File: config.mk
export PLATFORM = sky130hd
export DESIGN_NAME = nand_cmd_seq
export DESIGN_NICKNAME = d
export VERILOG_FILES = /design/src/rtl/nseq_pkg.sv /design/src/rtl/nseq_decode.sv /design/src/rtl/nseq_wait_timer.sv /design/src/rtl/nseq_cycle_gen.sv /design/src/rtl/nand_cmd_seq.sv
export SDC_FILE = /design/constraint.sdc
export NUM_CORES = 1
export LEC_CHECK = 0
export BUFFER_PORTS_ARGS = -buffer_cell sky130_fd_sc_hd__buf_2
export CELL_PAD_IN_SITES_DETAIL_PLACEMENT = 0
export CELL_PAD_IN_SITES_GLOBAL_PLACEMENT = 1
export CORE_ASPECT_RATIO = 2
export CORE_MARGIN = 4
export CORE_UTILIZATION = 40
export CTS_CLUSTER_DIAMETER = 200
export DETAILED_ROUTE_END_ITERATION = 8
export PLACE_DENSITY_LB_ADDON = 0.1
export SYNTH_ARGS = -nofsm -noshare
export SYNTH_HDL_FRONTEND = slang
export SYNTH_SLANG_ARGS = --single-unit
File: constraint.sdc
create_clock -name clk -period 3.3 [get_ports clk]
set_clock_uncertainty 0.05 [all_clocks]
set_input_delay 0.33 -clock clk [delete_from_list [all_inputs] [get_ports clk]]
set_output_delay 0.33 -clock clk [all_outputs]
set_load 0.02 [all_outputs]
File: src/rtl/nseq_pkg.sv
package nseq_pkg;

  localparam int COL_W = 16;
  localparam int ROW_W = 24;
  localparam int ABYTES = 5;

  localparam logic [7:0] OP_READ0     = 8'h00;
  localparam logic [7:0] OP_READ1     = 8'h01;
  localparam logic [7:0] OP_RNDOUT    = 8'h05;
  localparam logic [7:0] OP_PROG      = 8'h10;
  localparam logic [7:0] OP_READSTART = 8'h30;
  localparam logic [7:0] OP_SPARE     = 8'h50;
  localparam logic [7:0] OP_ERASE1    = 8'h60;
  localparam logic [7:0] OP_STATUS    = 8'h70;
  localparam logic [7:0] OP_SEQIN     = 8'h80;
  localparam logic [7:0] OP_READID    = 8'h90;
  localparam logic [7:0] OP_ERASE2    = 8'hD0;
  localparam logic [7:0] OP_RNDSTART  = 8'hE0;

  localparam logic [1:0] BK_CMD  = 2'd0;
  localparam logic [1:0] BK_ADDR = 2'd1;
  localparam logic [1:0] BK_DRD  = 2'd2;
  localparam logic [1:0] BK_DWR  = 2'd3;

  typedef struct packed {
    logic [7:0]          op1;
    logic                has_op2;
    logic [7:0]          op2;
    logic [2:0]          naddr;
    logic [8*ABYTES-1:0] abytes;
    logic                rd;
    logic                wr;
    logic [15:0]         dlen;
    logic [31:0]         ctl;
  } plan_t;

  // address cycle count from which fields are present
  function automatic logic [2:0] addr_cycles(input logic col_en, input logic page_en,
                                             input logic long_row);
    logic [2:0] n;
    n = col_en ? 3'd2 : 3'd0;
    if (page_en) n = n + 3'd2 + {2'b00, long_row};
    return n;
  endfunction

  // bytes from the start column to the end of page plus spare
  function automatic logic [15:0] span_len(input logic [15:0] total, input logic [15:0] col);
    return (col >= total) ? 16'd0 : total - col;
  endfunction

  function automatic logic [31:0] pack_ctl(input logic [7:0] op, input logic [2:0] naddr,
                                           input logic rd, input logic wr, input logic cs);
    logic [3:0] fld;
    fld = (naddr == 3'd0) ? 4'd0 : {1'b1, naddr - 3'd1};
    return {1'b1, fld, rd, wr, 5'd0, cs, 11'd0, op};
  endfunction

endpackage

File: src/rtl/nseq_decode.sv
module nseq_decode
  import nseq_pkg::*;
#(
  parameter int PAGE_BYTES  = 2048,
  parameter int SPARE_BYTES = 64,
  parameter int LONG_ROW    = 1
) (
  input  logic [7:0]       cmd,
  input  logic             col_en,
  input  logic [COL_W-1:0] col,
  input  logic             page_en,
  input  logic [ROW_W-1:0] page,
  input  logic             cs,
  output plan_t            plan,
  output logic             is_setup,
  output logic             is_confirm
);
  localparam logic [15:0] TOTAL  = 16'(PAGE_BYTES + SPARE_BYTES);
  localparam logic [15:0] PAGE16 = 16'(PAGE_BYTES);
  localparam bit          LARGE  = (PAGE_BYTES > 512);

  logic [7:0]       op;
  logic [15:0]      col_eff;
  logic [15:0]      a1;
  logic [ROW_W-1:0] a2;
  logic             short_rd;
  logic             long_rd;

  always_comb begin
    op      = cmd;
    col_eff = col_en ? col : 16'd0;
    if (LARGE && cmd == OP_SPARE) begin
      op      = OP_READ0;
      col_eff = col_eff + PAGE16;
    end
    short_rd = (op == OP_READID) || (op == OP_STATUS);
    long_rd  = (op == OP_READ0) || (op == OP_READ1) || (op == OP_SPARE) || (op == OP_RNDOUT);
    a1 = col_en ? col_eff : (page_en ? page[15:0] : 16'd0);
    a2 = col_en ? page : {16'd0, page[ROW_W-1:16]};

    plan         = '0;
    plan.op1     = op;
    plan.naddr   = short_rd ? 3'd1 : addr_cycles(col_en, page_en, 1'(LONG_ROW));
    plan.abytes  = {a2, a1};
    plan.rd      = short_rd || long_rd;
    plan.wr      = (op == OP_SEQIN);
    plan.dlen    = short_rd ? 16'd4 :
                   (long_rd || plan.wr) ? span_len(TOTAL, col_eff) : 16'd0;
    plan.has_op2 = (op == OP_RNDOUT) || (LARGE && op == OP_READ0);
    plan.op2     = (op == OP_RNDOUT) ? OP_RNDSTART : OP_READSTART;
    plan.ctl     = pack_ctl(op, plan.naddr, plan.rd, plan.wr, cs);
  end

  assign is_setup   = (cmd == OP_SEQIN) || (cmd == OP_ERASE1);
  assign is_confirm = (cmd == OP_PROG) || (cmd == OP_ERASE2);

endmodule

File: src/rtl/nseq_wait_timer.sv
module nseq_wait_timer #(
  parameter int CNT_W = 20
) (
  input  logic             clk,
  input  logic             rst_n,
  input  logic             active,
  input  logic             rdy,
  input  logic [CNT_W-1:0] limit,
  output logic             hit_ready,
  output logic             expire
);
  logic [CNT_W-1:0] cnt;
  logic [CNT_W:0]   cnt_next;

  assign cnt_next  = {1'b0, cnt} + 1'b1;
  assign hit_ready = active && rdy;
  assign expire    = active && !rdy && (cnt_next >= {1'b0, limit});

  always_ff @(posedge clk) begin
    if (!rst_n)                     cnt <= '0;
    else if (!active)               cnt <= '0;
    else if (!hit_ready && !expire) cnt <= cnt + 1'b1;
  end

endmodule

File: src/rtl/nseq_cycle_gen.sv
module nseq_cycle_gen
  import nseq_pkg::*;
(
  input  logic        clk,
  input  logic        rst_n,
  input  logic        launch,
  input  plan_t       launch_plan,
  input  logic        finish,
  output logic        idle,
  output logic        in_wait,
  output logic        bus_valid,
  output logic [1:0]  bus_kind,
  output logic [7:0]  bus_byte,
  output logic [31:0] ctl_word
);
  typedef enum logic [2:0] {
    PH_IDLE, PH_CMD1, PH_ADDR, PH_OP2A, PH_DATA, PH_OP2B, PH_WAIT
  } phase_e;

  phase_e      ph, ph_nx;
  phase_e      after_cmd1, after_addr, after_op2a, after_data;
  plan_t       pl;
  logic [15:0] idx, idx_nx;

  // successor of each phase, skipping the ones the plan leaves out
  always_comb begin
    after_data = (pl.has_op2 && !pl.rd) ? PH_OP2B : PH_WAIT;
    after_op2a = (pl.dlen != 16'd0) ? PH_DATA : after_data;
    after_addr = (pl.has_op2 && pl.rd) ? PH_OP2A : after_op2a;
    after_cmd1 = (pl.naddr != 3'd0) ? PH_ADDR : after_addr;
  end

  always_comb begin
    ph_nx  = ph;
    idx_nx = idx;
    unique case (ph)
      PH_IDLE: if (launch) begin ph_nx = PH_CMD1; idx_nx = 16'd0; end
      PH_CMD1: ph_nx = after_cmd1;
      PH_ADDR:
        if (idx == 16'(pl.naddr) - 16'd1) begin ph_nx = after_addr; idx_nx = 16'd0; end
        else idx_nx = idx + 16'd1;
      PH_OP2A: ph_nx = after_op2a;
      PH_DATA:
        if (idx == pl.dlen - 16'd1) begin ph_nx = after_data; idx_nx = 16'd0; end
        else idx_nx = idx + 16'd1;
      PH_OP2B: ph_nx = PH_WAIT;
      PH_WAIT: if (finish) ph_nx = PH_IDLE;
      default: ph_nx = PH_IDLE;
    endcase
  end

  always_ff @(posedge clk) begin
    if (!rst_n) begin
      ph  <= PH_IDLE;
      idx <= 16'd0;
      pl  <= '0;
    end else begin
      ph  <= ph_nx;
      idx <= idx_nx;
      if (ph == PH_IDLE && launch) pl <= launch_plan;
    end
  end

  assign idle     = (ph == PH_IDLE);
  assign in_wait  = (ph == PH_WAIT);
  assign ctl_word = pl.ctl;

  always_comb begin
    bus_valid = 1'b1;
    bus_kind  = BK_CMD;
    bus_byte  = 8'h00;
    unique case (ph)
      PH_CMD1: bus_byte = pl.op1;
      PH_ADDR: begin
        bus_kind = BK_ADDR;
        bus_byte = pl.abytes[{idx[2:0], 3'b000} +: 8];
      end
      PH_OP2A, PH_OP2B: bus_byte = pl.op2;
      PH_DATA: bus_kind = pl.wr ? BK_DWR : BK_DRD;
      default: bus_valid = 1'b0;
    endcase
  end

endmodule

File: src/rtl/nand_cmd_seq.sv
module nand_cmd_seq
  import nseq_pkg::*;
#(
  parameter int PAGE_BYTES  = 2048,
  parameter int SPARE_BYTES = 64,
  parameter int LONG_ROW    = 1,
  parameter int TMO_W       = 20
) (
  input  logic             clk,
  input  logic             rst_n,
  input  logic             req_valid,
  output logic             req_ready,
  input  logic [7:0]       req_cmd,
  input  logic             req_col_en,
  input  logic [15:0]      req_col,
  input  logic             req_page_en,
  input  logic [23:0]      req_page,
  input  logic             req_cs,
  input  logic [TMO_W-1:0] tmo_limit,
  input  logic             flash_rdy,
  output logic             bus_valid,
  output logic [1:0]       bus_kind,
  output logic [7:0]       bus_byte,
  output logic [31:0]      ctl_word,
  output logic             done,
  output logic             timed_out
);
  plan_t dec_plan, held_plan, go_plan;
  logic  dec_setup, dec_confirm;
  logic  held_valid;
  logic  gen_idle, gen_wait;
  // named internal events, watched by the checker
  logic  ev_accept, ev_store, ev_launch, ev_rdy_hit, ev_expire;

  nseq_decode #(
    .PAGE_BYTES (PAGE_BYTES),
    .SPARE_BYTES(SPARE_BYTES),
    .LONG_ROW   (LONG_ROW)
  ) dec_i (
    .cmd       (req_cmd),
    .col_en    (req_col_en),
    .col       (req_col),
    .page_en   (req_page_en),
    .page      (req_page),
    .cs        (req_cs),
    .plan      (dec_plan),
    .is_setup  (dec_setup),
    .is_confirm(dec_confirm)
  );

  assign req_ready = gen_idle && (!held_valid || dec_confirm);
  assign ev_accept = req_valid && req_ready;
  assign ev_store  = ev_accept && dec_setup;
  assign ev_launch = ev_accept && !dec_setup;

  always_comb begin
    go_plan = dec_plan;
    if (held_valid && dec_confirm) begin
      go_plan         = held_plan;
      go_plan.has_op2 = 1'b1;
      go_plan.op2     = req_cmd;
    end
  end

  always_ff @(posedge clk) begin
    if (!rst_n) begin
      held_valid <= 1'b0;
      held_plan  <= '0;
    end else if (ev_store) begin
      held_valid <= 1'b1;
      held_plan  <= dec_plan;
    end else if (ev_launch) begin
      held_valid <= 1'b0;
    end
  end

  nseq_cycle_gen gen_i (
    .clk        (clk),
    .rst_n      (rst_n),
    .launch     (ev_launch),
    .launch_plan(go_plan),
    .finish     (ev_rdy_hit || ev_expire),
    .idle       (gen_idle),
    .in_wait    (gen_wait),
    .bus_valid  (bus_valid),
    .bus_kind   (bus_kind),
    .bus_byte   (bus_byte),
    .ctl_word   (ctl_word)
  );

  nseq_wait_timer #(.CNT_W(TMO_W)) tmr_i (
    .clk      (clk),
    .rst_n    (rst_n),
    .active   (gen_wait),
    .rdy      (flash_rdy),
    .limit    (tmo_limit),
    .hit_ready(ev_rdy_hit),
    .expire   (ev_expire)
  );

  always_ff @(posedge clk) begin
    if (!rst_n) begin
      done      <= 1'b0;
      timed_out <= 1'b0;
    end else begin
      done      <= ev_rdy_hit || ev_expire;
      timed_out <= ev_expire;
    end
  end

endmodule

== Word-level counts from Yosys, hierarchy flattened ==
Cells that the tools add are included.

* Register bits after elaboration: 237
* Latch bits: 0
* Memory bits (writable): 0
* Bits in read-only memories: 0
* Output and inout bits: 46
* Memories: 0

* $add $sub $neg: 10
* Multiply operators: 0
* Divide/modulo/power cells: 0
* Magnitude comparators: 2
* Equal/unequal tests: 23
* Shift operators: 1
* Multiplexer cells: 34
* Bitwise gates (word level): 0
* Reduce and logical (&&, ||, !) cells: 41

{| class="wikitable"
|+ Operators with widths
! kind !! number
|-
| $mux W16 || 10
|-
| $mux W110 || 1
|-
| $pmux W16 S3 || 1
|-
| $shiftx A40 B7 Y8 || 1
|-
| $eq A16 B16 Y1 || 2
|-
| $eq A8 B7 Y1 const B || 4
|-
| $eq A8 B8 Y1 const B || 4
|-
| $mux W3 || 9
|-
| $mux W24 || 1
|-
| $pmux W8 S3 || 1
|-
| $add A20 B1 Y21 const B || 1
|-
| $ge A21 B20 Y1 || 1
|-
| $pmux W3 S7 || 1
|-
| $add A20 B1 Y20 const B || 1
|-
| $add A16 B1 Y16 const B || 1
|-
| $add A16 B12 Y16 const B || 1
|-
| $ge A16 B12 Y1 const B || 1
|-
| $mux W8 || 2
|-
| $reduce_bool A16 Y1 || 1
|-
| $sub A12 B16 Y16 const A || 1
|-
| $sub A16 B1 Y16 const B || 1
|-
| $logic_and A1 B1 Y1 || 12
|-
| $logic_or A1 B1 Y1 || 11
|-
| $eq A3 B3 Y1 const B || 3
|-
| 24 further kinds || 39
|}

== Longest topological paths before layout ==
* Word-level depth: 10
* Depth in mapped cells: 17
* Gate-level depth less buffers: 15

== Hierarchy ==
From an unflattened synthesis, not the netlist that was laid out.

* Cells, all modules: 1846
* Area, all modules: 15025.7 µm²

{| class="wikitable"
|+ By module, submodules not included
! module !! times used !! cells an instance !! area an instance (µm²) !! seq. area each (µm²)
|-
| nseq_cycle_gen || 1 || 829 || 6322.3 || 2582.5
|-
| nand_cmd_seq || 1 || 573 || 5496.5 || 2082.0
|-
| nseq_wait_timer || 1 || 218 || 1712.9 || 400.4
|-
| nseq_decode || 1 || 226 || 1493.9 || 0.0
|}

== Least setup slack after synthesis ==
Ideal clock, no wire load.

* Path kind: reg2reg
* From: register tmr_i.cnt[0]
* To: register tmr_i.cnt[1]
* Library setup time: 0.128 ns
* Arrival: 3.326 ns
* Required time: 3.122 ns
* Path slack: -0.203 ns
* Stages on the path, launching flop included: 16
* Buffers on the path: 2
* Cells stage by stage: dfxtp_1 nand3_1 or2_2 nor2_1 nand2_1 or3_1 xnor2_1 ha_1 nand3_1 nor4_1 o41ai_1 nand3b_1 clkbuf_1 clkbuf_1 mux2i_1 nor2_1

* Longest elaborated chain between the ends: 5
* Elaborated cells on any way between the ends: 6
* Classes of those cells: add/sub: 2; order compare: 1; reduce/logical: 3

{| class="wikitable"
|+ Ends and longest elaborated chain
! element !! RTL line !! text
|-
| start: declaration || nseq_wait_timer.sv:12 || <nowiki>logic [CNT_W-1:0] cnt;</nowiki>
|-
| start signal: assignment || nseq_wait_timer.sv:22 || <nowiki>else if (!hit_ready && !expire) cnt <= cnt + 1'b1;</nowiki>
|-
| $add A20 B1 Y21 || nseq_wait_timer.sv:15 || <nowiki>assign cnt_next = {1'b0, cnt} + 1'b1;</nowiki>
|-
| net tmr_i.cnt_next[19] || nseq_wait_timer.sv:13 || <nowiki>logic [CNT_W:0] cnt_next;</nowiki>
|-
| $ge A21 B20 Y1 || nseq_wait_timer.sv:17 || <nowiki>assign expire = active && !rdy && (cnt_next >= {1'b0, limit});</nowiki>
|-
| $logic_and A1 B1 Y1 || nseq_wait_timer.sv:17 ||
|-
| $logic_not A1 Y1 || nseq_wait_timer.sv:22 ||
|-
| $logic_and A1 B1 Y1 || nseq_wait_timer.sv:22 ||
|}

The timed path passes the listed nets, and every way through them passes these cells.
A chain may end at the register's enable or synchronous reset.

== Worst setup path after layout ==
* From: register tmr_i.cnt[10]
* To: register tmr_i.cnt[13]

Same word-level chain as after synthesis.

==> results by stage <==
Synthesis:
- The register bit total from synthesis is 201.
- In the post-synthesis netlist, the biggest area contributors are sky130_fd_sc_hd__dfxtp_1 (36%), sky130_fd_sc_hd__nand2_1 (6.7%), sky130_fd_sc_hd__a21oi_1 (5.1%).
- The synthesized netlist contains 66 unique library cells.
- For this run, the leading register cell type out of synthesis is sky130_fd_sc_hd__dfxtp_1.
- The post-synth design cell area is 11,300 um2.
- The cell type with the largest total area after synthesis is sky130_fd_sc_hd__dfxtp_1.
- Yosys mapped a number of flops with a built-in enable equal to 0.
- The cell count after synthesis is 1,430.
- The warning count from the yosys run is 0.
- A synthesized cell averages 7.88 um2.
- The share of the synthesized area in the top cell type is 0.357.
- The sequential fraction of the synthesis area is 0.357.
- The share of synthesized registers carrying an async set or reset is 0.

Die:
- The horizontal extent of the die is 127 um.
- The initial core utilization is 0.408.
- The core area is 27,700 um2.
- The die boundary height is 245 um.
- The die footprint is 31,100 um2.
- The I/O pin count is 121.
- The number of standard-cell rows in the floorplan is 86.

Timing:
- The number of setup violations in the final report is 18.
- At the pin with the least slew margin, the transition time is 890 ps.
- The final number of hold-violating endpoints is 0.
- Dividing the final minimum period by the clock period gives 1.03.
- Subtracting the final worst setup slack from the clock period gives 3410 ps.
- Timing would allow up to 293 MHz.
- The final worst setup slack is -109 ps.
- The accumulated negative setup slack is -1520 ps.
- The worst pin sits at a relative slew slack of 0.406.
- The count of pins over their slew limit came to 0.
- Setup repair after global routing could not meet its margin everywhere.

Final layout:
- The finished layout holds 1,903 standard cells, fillers aside.
- For this run, the share of the core covered by cells in the final layout is 0.489.
- The post-layout net count is 1,643.
- Of the cells placed in the final design, the portion with a size suffix greater than 1 is 0.210.
- Fill cells in the final layout number 2,777.
- The area growth from synthesis to layout is 19.9%.
- The number of diodes added for antenna fixing is 0.

Clock network:
- After clock tree synthesis, the clock-pin slew on the worst setup and hold paths is 60 ps.
- TritonCTS created 21 clock buffers.
- Clock tree synthesis found a total of 201 sinks.
- Clock latency on the worst-skew pair, taken at its later pin, is 510 ps.
- TritonCTS built the clock tree.
- The tree is rooted in a sky130_fd_sc_hd__clkbuf_16.
- Counting along the longest clock path gives a buffer depth of 3.
- The count of H-tree levels built during CTS is 1.

Power:
- The share of total power consumed by net switching is 0.366.
- The internal power consumption is 0.00528 W.
- The sequential power share is 0.350.
- In this run the static leakage power is 5.69 nW.
- IR analysis of the VDD net gives a maximum drop of 0.454 mV.
- Of the total power, the clock network draws 0.295.
- The combinational share of power is 0.355.
- The power per unit of standard cell area is 616 nW/um2.
- The net switching power of the design is 0.00305 W.

Outcome:
- The checks that failed: negative setup slack.
- The run finished, with violations left.

Worst setup path:
- The setup path with the least slack is of type flip-flop to flip-flop.
- The arrival time reported for the critical path endpoint is 3810 ps.
- In this design, the critical path's most frequently occurring cell is sky130_fd_sc_hd__and3_4.
- Setup slack on the worst reg-to-reg path comes out at -110 ps.
- The critical path goes through and3_4 -> and3_4 -> and4_4 -> nand3_4 -> or3_4 -> xnor2_2 -> ha_1 -> a21oi_2 -> o31ai_2 -> a311oi_2 -> nand3b_1 -> buf_4 -> buf_12 -> or4_1 -> nand2_1.
- The library cell contributing the largest single delay on the critical path is sky130_fd_sc_hd__or4_1.
- For this run, the slowest stage of the critical path takes 390 ps.
- The critical path startpoint category is a flip-flop.
- The worst-case reg-to-reg path depth is 15.
- The endpoint of the worst register-to-register path is tmr_i.cnt[13].
- The required time of the critical path is 3700 ps.
- The worst-path maximum fanout is 14.
- The endpoint class of the critical path is a flip-flop.
- The startpoint identified for the worst register-to-register timing path is tmr_i.cnt[10].

Global route:
- In the global route stage, overall resource usage came out at 0.231.
- The pin count of the biggest net entering global routing is 74.
- Global routing finished with a remaining overflow of 0.
- The first global-routing pass estimated 56,900 um of wire.
- The initial antenna violation count is 0.
- The number of global-route vias before repair is 10,400.

Detailed routing:
- Dividing the detail-routed via count by the number of cells gives 5.59.
- After the first detailed-routing iteration, the DRC count stood at 456.
- The average routed wire per standard cell is 19.5 um.
- The number of iterations in the first detailed-routing pass is 7.
- The remaining routing DRC violations is 0.
- The post-route antenna net violation count is 0.
- The via count is 10,600.
- The sum of routed wire length over all layers is 37,200 um.

Hold path:
- The terminating pin of the worst hold path is held_plan[19].
- The hold path startpoint is req_cs.
- The cell depth of the worst hold path is 3.
- The min-delay analysis places its worst path in the category input port to flip-flop.

Place:
- After legalization and detailed placement, the total HPWL measured 27,300 um.
- The count of input and output buffers is 104.
- After detailed placement, the design holds a cell count of 1,861.
- The routability congestion estimate from global placement is 0.864.

Flow run:
- The max-cap violation count is 0.
flip-flops by register name, summed over array words and instances, names as in the netlist:
| register | count |
|---|---|
| tmr_i.cnt | 20 |
| gen_i.idx | 16 |
| done | 1 |
| timed_out | 1 |
| gen_i.ctl_word | 9 |
| held_plan | 75 |
| gen_i.pl | 75 |
| held_valid | 1 |
| gen_i.ph | 3 |
worst max path at each step:
stage / start / endpoint
after global routing: tmr_i.cnt[10] / tmr_i.cnt[12]
after CTS: tmr_i.cnt[10] / tmr_i.cnt[2]
after global placement: tmr_i.cnt[2] / tmr_i.cnt[11]
final: tmr_i.cnt[10] / tmr_i.cnt[13]
after floorplan: tmr_i.cnt[9] / tmr_i.cnt[10]
after detailed placement: tmr_i.cnt[10] / tmr_i.cnt[11]
cell usage after synthesis (11+ instances only):
cell type	number
sky130_fd_sc_hd__a211oi_1	14
sky130_fd_sc_hd__a21boi_0	25
sky130_fd_sc_hd__a21oi_1	115
sky130_fd_sc_hd__a22oi_1	17
sky130_fd_sc_hd__a311oi_1	20
sky130_fd_sc_hd__and3_1	23
sky130_fd_sc_hd__buf_4	32
sky130_fd_sc_hd__clkbuf_1	97
sky130_fd_sc_hd__dfxtp_1	201
sky130_fd_sc_hd__ha_1	30
sky130_fd_sc_hd__inv_1	47
sky130_fd_sc_hd__nand2_1	200
sky130_fd_sc_hd__nand3_1	87
sky130_fd_sc_hd__nand4_1	11
sky130_fd_sc_hd__nor2_1	93
sky130_fd_sc_hd__nor2b_1	15
sky130_fd_sc_hd__nor3_1	26
sky130_fd_sc_hd__nor4_1	14
sky130_fd_sc_hd__o211a_1	25
sky130_fd_sc_hd__o211ai_1	26
sky130_fd_sc_hd__o21ai_0	76
sky130_fd_sc_hd__or3_1	15
sky130_fd_sc_hd__or4_1	14
sky130_fd_sc_hd__xnor2_1	29
sky130_fd_sc_hd__xor2_1	28
layout make-up:
type	count	area [um2]	area share
clock buffer	28	602	0.0445
clock inverter	8	95.1	0.00704
inverter	47	176	0.0131
multi-input combinational	1053	6690	0.495
sequential	201	4040	0.299
tap	352	440	0.0326
timing repair buffer	214	1470	0.109
metrics by stage:
step	area [um2]	setup WS (ps)	hold slack, ps	total power, W
final	13500	-109	42.9	0.00833
after global routing	13500	-267	36.8	0.00882
after CTS	13300	-80.9	21.0	0.00834
after detailed placement	12500	-163	397	0.00586
after global placement	12500	-120	388	0.00584
after floorplan	11400	7.37	358	0.00487
kinds of logic after synthesis:
| group | count (synthesis) | share of synthesized area |
|---|---|---|
| and+or+nand+nor | 542 | 0.231 |
| other | 1 | 0.000333 |
| DFF | 201 | 0.357 |
| adders and majority gates | 30 | 0.0333 |
| buffers and inverters | 192 | 0.0758 |
| AOI/OAI and AO/OA | 379 | 0.223 |
| muxes | 27 | 0.0340 |
| xor gates and xnor gates | 58 | 0.0464 |
power groups by stage:
stage / logic (W) / clock network, W / registers (W)
after CTS: 0.00290 / 0.00252 / 0.00292
after global routing: 0.00325 / 0.00261 / 0.00295
after floorplan: 0.00199 / 0 / 0.00288
final: 0.00296 / 0.00245 / 0.00292
after detailed placement: 0.00289 / 0 / 0.00297
after global placement: 0.00287 / 0 / 0.00297
what timing repair did:
action	in CTS	in global routing
setup endpoints to repair	20	39
resized for setup	14	40
pin swaps	9	19
hold endpoints to repair	1	0
gates cloned	0	2
setup buffers	1	3
hold buffers	1	0
worst max-delay path: cells and delay by family, from the launching register on:
family                     cells  cell delay [ps]
AOI/OAI and AO/OA              3              490
adders and majority gates      1              330
and+or+nand+nor                8             1690
buffers and inverters          2              310
xor gates and xnor gates       1              140
DFF                            1              320
metal layers:
layer / track usage / wire, um / up-vias
met4: 0.111 / 1750 / 0
met2: 0.457 / 20800 / 201
met1: 0.236 / 13600 / 5103
met3: 0.0204 / 1010 / 68
met5: 0 / 0 / -
li1: - / - / 5269
placed cells by master (no fill, tap or decap), types with 11 or more instances in the layout:
cell / instances
sky130_fd_sc_hd__nor2b_1: 15
sky130_fd_sc_hd__dfxtp_1: 192
sky130_fd_sc_hd__nor4_1: 13
sky130_fd_sc_hd__and3_1: 20
sky130_fd_sc_hd__o211ai_1: 26
sky130_fd_sc_hd__o211a_1: 25
sky130_fd_sc_hd__a21boi_0: 25
sky130_fd_sc_hd__inv_1: 46
sky130_fd_sc_hd__nand3_1: 84
sky130_fd_sc_hd__or3_1: 11
sky130_fd_sc_hd__a21oi_1: 105
sky130_fd_sc_hd__clkbuf_16: 22
sky130_fd_sc_hd__or4_1: 11
sky130_fd_sc_hd__conb_1: 16
sky130_fd_sc_hd__buf_4: 96
sky130_fd_sc_hd__o21ai_0: 76
sky130_fd_sc_hd__ha_1: 30
sky130_fd_sc_hd__a211oi_1: 14
sky130_fd_sc_hd__a311oi_1: 19
sky130_fd_sc_hd__a22oi_1: 17
sky130_fd_sc_hd__nor2_1: 89
sky130_fd_sc_hd__xnor2_1: 28
sky130_fd_sc_hd__xor2_1: 28
sky130_fd_sc_hd__nor3_1: 26
sky130_fd_sc_hd__nand4_1: 11
sky130_fd_sc_hd__nand2_1: 198
sky130_fd_sc_hd__buf_2: 104
Note: power is estimated with default switching activity, not from simulation.
